===== src/rtl/flagsgate_pkg.sv =====
package flagsgate_pkg;
  typedef logic [1:0] priv_t;

  // interrupt-enable may change when the caller is at least as privileged
  function automatic logic ie_allowed(priv_t caller, priv_t stored_io);
    return caller <= stored_io;
  endfunction

  // the I/O privilege field may change only at level 0
  function automatic logic iopl_allowed(priv_t caller);
    return caller == 2'd0;
  endfunction
endpackage


===== src/rtl/flagsgate_priv.sv =====
module flagsgate_priv
  import flagsgate_pkg::*;
(
  input  priv_t cur_priv,
  input  priv_t stored_io,
  input  logic  wr_en,
  output logic  hold_ie,
  output logic  hold_iopl,
  output logic  blocked
);
  always_comb begin
    hold_ie   = !ie_allowed(cur_priv, stored_io);
    hold_iopl = !iopl_allowed(cur_priv);
    blocked   = wr_en && (hold_ie || hold_iopl);
  end

  always_comb begin
    // level 0 may always change both fields
    if (cur_priv == 2'd0) assert_level0_free_R2: assert (!hold_ie && !hold_iopl);
  end
endmodule


===== src/rtl/flagsgate_reg.sv =====
module flagsgate_reg #(
  parameter int unsigned W        = 16,
  parameter int unsigned IOPL_LO  = 12,
  parameter int unsigned IE_POS   = 9,
  parameter int unsigned RSVD_POS = 1
) (
  input  logic         clk,
  input  logic         rst,
  input  logic         wr_en,
  input  logic [W-1:0] wr_word,
  input  logic         hold_ie,
  input  logic         hold_iopl,
  input  logic         blocked,
  output logic [W-1:0] flags_q,
  output logic         pulse_q
);
  localparam logic [W-1:0] IOPL_MASK = W'(3) << IOPL_LO;
  localparam logic [W-1:0] IE_MASK   = W'(1) << IE_POS;
  localparam logic [W-1:0] RSVD_MASK = W'(1) << RSVD_POS;
  localparam logic [W-1:0] FREE_MASK = ~(IOPL_MASK | IE_MASK | RSVD_MASK);
  localparam logic [W-1:0] RESET_VAL = RSVD_MASK;

  logic [W-1:0] keep_mask;
  logic [W-1:0] next_word;

  always_comb begin
    keep_mask = '0;
    if (hold_iopl) keep_mask = keep_mask | IOPL_MASK;
    if (hold_ie)   keep_mask = keep_mask | IE_MASK;
    next_word = (wr_word & ~keep_mask) | (flags_q & keep_mask) | RSVD_MASK;
  end

  always_ff @(posedge clk) begin
    if (rst) begin
      flags_q <= RESET_VAL;
      pulse_q <= 1'b0;
    end else begin
      if (wr_en) flags_q <= next_word;
      pulse_q <= blocked;
    end
  end

  assert_reset_value_R1: assert property (@(posedge clk)
    $past(rst) |-> (flags_q == RESET_VAL && !pulse_q));
  assert_free_bits_R4: assert property (@(posedge clk) disable iff (rst)
    wr_en |=> ((flags_q & FREE_MASK) == ($past(wr_word) & FREE_MASK)));
  assert_idle_stable_R5: assert property (@(posedge clk) disable iff (rst)
    !wr_en |=> $stable(flags_q));
  assert_rsvd_set_R6: assert property (@(posedge clk) disable iff (rst)
    flags_q[RSVD_POS]);
  assert_pulse_after_write_R7: assert property (@(posedge clk) disable iff (rst)
    pulse_q |-> $past(wr_en));
endmodule


===== src/rtl/flagsgate_unit.sv =====
module flagsgate_unit
  import flagsgate_pkg::*;
#(
  parameter int unsigned W        = 16,
  parameter int unsigned IOPL_LO  = 12,
  parameter int unsigned IE_POS   = 9,
  parameter int unsigned NT_POS   = 14,
  parameter int unsigned RSVD_POS = 1
) (
  input  logic         clk,
  input  logic         rst,
  input  logic [1:0]   cur_priv,
  input  logic         wr_en,
  input  logic [W-1:0] wr_word,
  output logic [W-1:0] flags,
  output logic [1:0]   io_priv,
  output logic         int_en,
  output logic         nested_task,
  output logic         blocked_pulse
);
  logic hold_ie, hold_iopl, blocked;

  flagsgate_priv u_priv (
    .cur_priv (cur_priv),
    .stored_io(io_priv),
    .wr_en    (wr_en),
    .hold_ie  (hold_ie),
    .hold_iopl(hold_iopl),
    .blocked  (blocked)
  );

  flagsgate_reg #(
    .W(W), .IOPL_LO(IOPL_LO), .IE_POS(IE_POS), .RSVD_POS(RSVD_POS)
  ) u_reg (
    .clk      (clk),
    .rst      (rst),
    .wr_en    (wr_en),
    .wr_word  (wr_word),
    .hold_ie  (hold_ie),
    .hold_iopl(hold_iopl),
    .blocked  (blocked),
    .flags_q  (flags),
    .pulse_q  (blocked_pulse)
  );

  assign io_priv     = flags[IOPL_LO+1:IOPL_LO];
  assign int_en      = flags[IE_POS];
  assign nested_task = flags[NT_POS];

  assert_iopl_hold_R2: assert property (@(posedge clk) disable iff (rst)
    (wr_en && cur_priv != 2'd0) |=> io_priv == $past(io_priv));
  assert_ie_hold_R3: assert property (@(posedge clk) disable iff (rst)
    (wr_en && cur_priv > io_priv) |=> int_en == $past(int_en));
  assert_ie_pass_R3: assert property (@(posedge clk) disable iff (rst)
    (wr_en && cur_priv <= io_priv) |=> int_en == $past(wr_word[IE_POS]));
  assert_pulse_blocked_R7: assert property (@(posedge clk) disable iff (rst)
    (wr_en && cur_priv != 2'd0) |=> blocked_pulse);
  assert_pulse_clear_R7: assert property (@(posedge clk) disable iff (rst)
    !wr_en |=> !blocked_pulse);
endmodule


===== config.mk =====
export PLATFORM = sky130hd
export DESIGN_NAME = flagsgate_unit
export DESIGN_NICKNAME = d
export VERILOG_FILES = /design/src/rtl/flagsgate_pkg.sv /design/src/rtl/flagsgate_priv.sv /design/src/rtl/flagsgate_reg.sv /design/src/rtl/flagsgate_unit.sv
export SDC_FILE = /design/constraint.sdc
export NUM_CORES = 1
export LEC_CHECK = 0
export BUFFER_PORTS_ARGS = -buffer_cell sky130_fd_sc_hd__buf_2
export CELL_PAD_IN_SITES_DETAIL_PLACEMENT = 2
export CELL_PAD_IN_SITES_GLOBAL_PLACEMENT = 2
export CORE_ASPECT_RATIO = 1.5
export CORE_UTILIZATION = 24
export CTS_CLUSTER_SIZE = 12
export DETAILED_ROUTE_END_ITERATION = 12
export GPL_ROUTABILITY_DRIVEN = 0
export PLACE_DENSITY_LB_ADDON = 0.1
export SKIP_LAST_GASP = 1
export SYNTH_ARGS = -nofsm -noshare
export SYNTH_HDL_FRONTEND = slang
export SYNTH_SLANG_ARGS = --single-unit

===== constraint.sdc =====
create_clock -name clk -period 3.2 [get_ports clk]
set_input_delay 0.64 -clock clk [delete_from_list [all_inputs] [get_ports clk]]
set_output_delay 0.64 -clock clk [all_outputs]
set_load 0.05 [all_outputs]

==> summary.md <==
| Metric | Value |
|---|---|
| Cts repair resizes | `0` |
| Synthesized flop and latch total | `16` |
| Outcome | `finished, final reports clean` |
| Placement Rows | `23` |
| Lkg Pwr | `0.490 nW` |
| Syn Inst Count | `between 60 and 70` |
| Avg Vias per Cell | `about 4.3` |
| Vias in the first global route | `about 580` |
| # IOs | `42` |
| Setup ws final | `1.66 ns` |
| Worst-path fanout max | `4` |
| CP max-delay cell | `dfxtp_1` |
| Total GRT Usage | `0.114` |
| First-pass GRT wire length | `roughly 2.5 mm` |
| H-tree levels | `1` |
| Clk buf depth | `2` |
| Synth-to-layout area growth | `33.0%` |
| Pin count of the biggest net entering global routing | `17` |
| Worst-path cell chain | `buf_2` |
| Syn Nets | `~90` |
| Hold path cells | `2` |
| Total Neg Setup Slack | `0 ns` |
| Number of DRC markers in iteration 0 | `19` |
| Worst slack at placement | `approximately 1.4 ns` |
| RSZ-0062 raised after global routing | `false` |
| Buffers on Ports | `39` |
| Syn Area/Cell | `roughly 10 um^2` |
| Commonest non-fill, non-tap cell in the layout | `buf_2` |
| Final wirelength | `roughly 1.6 mm` |
| CTS Root Buffer Type | `clkbuf_8` |
| Initial antenna violation count | `0` |
| CP bufs+invs | `1` |
| CP Data Required Time | `approximately 2.6 ns` |
| Clock Skews | `between 0.0003 and 0.0004 ns` |
| Clk_lat worst skew | `0.24 ns` |
| Initial core utilization | `0.254` |
| Sink Count | `16` |
| Die W | `45.7 um` |
| Worst path max stage delay | `approximately 0.38 ns` |
| Reg2reg path depth | `5` |
| Max VDD drop | `0.249 mV` |
| TritonRoute pass-1 iters | `4` |
| Clock Pin Slew Worst Setup and Hold Paths | `~0.060 ns` |
| Hold buffer count at CTS | `0` |
| Final setup fails | `0` |
| DRC Markers | `0` |
| Final Max Tran Viols | `0` |
| Core ar. | `2710 um^2` |
| Register area share after synthesis | `0.466` |
| Crit path launch type | `flop` |
| Die height | `approximately 68 um` |
| Final hold vios | `0` |
| Max cap viols | `0` |
| Fin crit share | `0.482` |
| Power after layout | `0.000474 W` |
| Routed length per placed instance | `around 11 um` |
| CP top delay family | `flip-flops` |
| Fillers | `approximately 340` |
| Setup CP Type | `reg2out` |
| Final core occ | `0.338` |
| Total CTS buffers | `3` |
| Post-synthesis cell area | `between 600 and 700 um^2` |
| Power Dens Cells | `just over 500 nW/um^2` |
| Die area | `~3000 um^2` |
| Share of layout cells above drive strength 1 | `0.422` |
| Post-route ant nets | `0` |
| Reg2reg setup slack | `between 1.5 and 2 ns` |
| GRT overflow | `0` |
| Hold Crit Class | `reg2reg` |
| WP data arrival | `0.90 ns` |
| Fin nets | `127` |
| Crit end category | `primary output` |
| Cell variety after synth | `16` |
| HPWL Detailed | `between 1 and 1.5 mm` |
| Fmax | `approximately 0.65 GHz` |
| Fin crit period | `1.54 ns` |
| Leading cell types in the layout, fill and taps excluded | `buf_2, dfxtp_1, mux2i_1, nor2_1` |
| CTS tree | `done` |
| Post-CTS Setup Bufs | `0` |
| N_diodes | `0` |
| DR vias | `approximately 600` |
| Yosys warns | `0` |
[synthesized netlist by cell type]
cell / number / area (um^2)
a2bb2oi_1: 1 / 8.76
dfxtp_1: 16 / 320
o21ai_0: 1 / 5.00
inv_1: 3 / 11.3
o311a_1: 1 / 10.0
clkbuf_1: 1 / 3.75
nor3b_4: 1 / 18.8
conb_1: 1 / 3.75
mux2i_1: 15 / 150
nand2b_1: 1 / 6.26
buf_4: 7 / 52.6
ha_1: 2 / 25.0
nor2_1: 14 / 52.6
nand3_1: 1 / 5.00
nand2_1: 2 / 7.51
nor2b_1: 1 / 6.26
[layer usage]
layer,vias up,global-route usage,part of all wire
met5,-,0,0
li1,285,-,-
met2,20,0.196,0.54
met1,285,0.122,0.41
met3,2,0.0241,0.041
met4,0,0.0682,0.011
[cell families after synthesis]
| family | count (synthesis) | share of synthesized area |
|---|---|---|
| other cells | 1 | 0.00546 |
| compound gates | 3 | 0.0346 |
| buf+inv | 11 | 0.0984 |
| flops | 16 | 0.466 |
| fa+ha+maj | 2 | 0.0364 |
| simple gates | 20 | 0.140 |
| mux | 15 | 0.219 |
[layout make-up]
class / instances / area [um^2] / area share
Timing Repair Buffer: 39 / 195 / 0.214
Tap cell: 37 / 46.3 / 0.0507
Multi-Input combinational cell: 41 / 299 / 0.327
Inverter: 3 / 11.3 / 0.0123
Sequential cell: 16 / 320 / 0.351
Clock buffer: 3 / 41.3 / 0.0452
[through the flow]
step / hold slack [ns] / instance area (um^2) / cells
2_1_floorplan: 0.679 / 687 / 68
5_1_grt: 0.510 / 913 / 139
3_5_place_dp: 0.474 / 872 / 136
4_1_cts: 0.483 / 913 / 139
6_report: 0.474 / 913 / 139
3_3_place_gp: 0.458 / 872 / 136
[report_power, final]
group	switching [W]	internal (W)
Combinational	0.0000786	0.0000336
Clock	0.0000623	0.0000832
Sequential	0.00000549	0.000211
Total	0.000146	0.000328
[how the worst max path moves through the flow]
stage | from | endpoint | slack [ns] | depth (start not counted)
after floorplan | flop | u_reg.pulse_q | 1.53 | 5
after global placement | cur_priv[1] | flop | 1.41 | 5
after detailed placement | cur_priv[1] | flop | 1.37 | 5
after CTS | flop | io_priv[0] | 1.62 | 1
after global routing | cur_priv[1] | flop | 1.58 | 5
final | flop | io_priv[0] | 1.66 | 1
No activity file was read; power rests on OpenSTA's default activity.
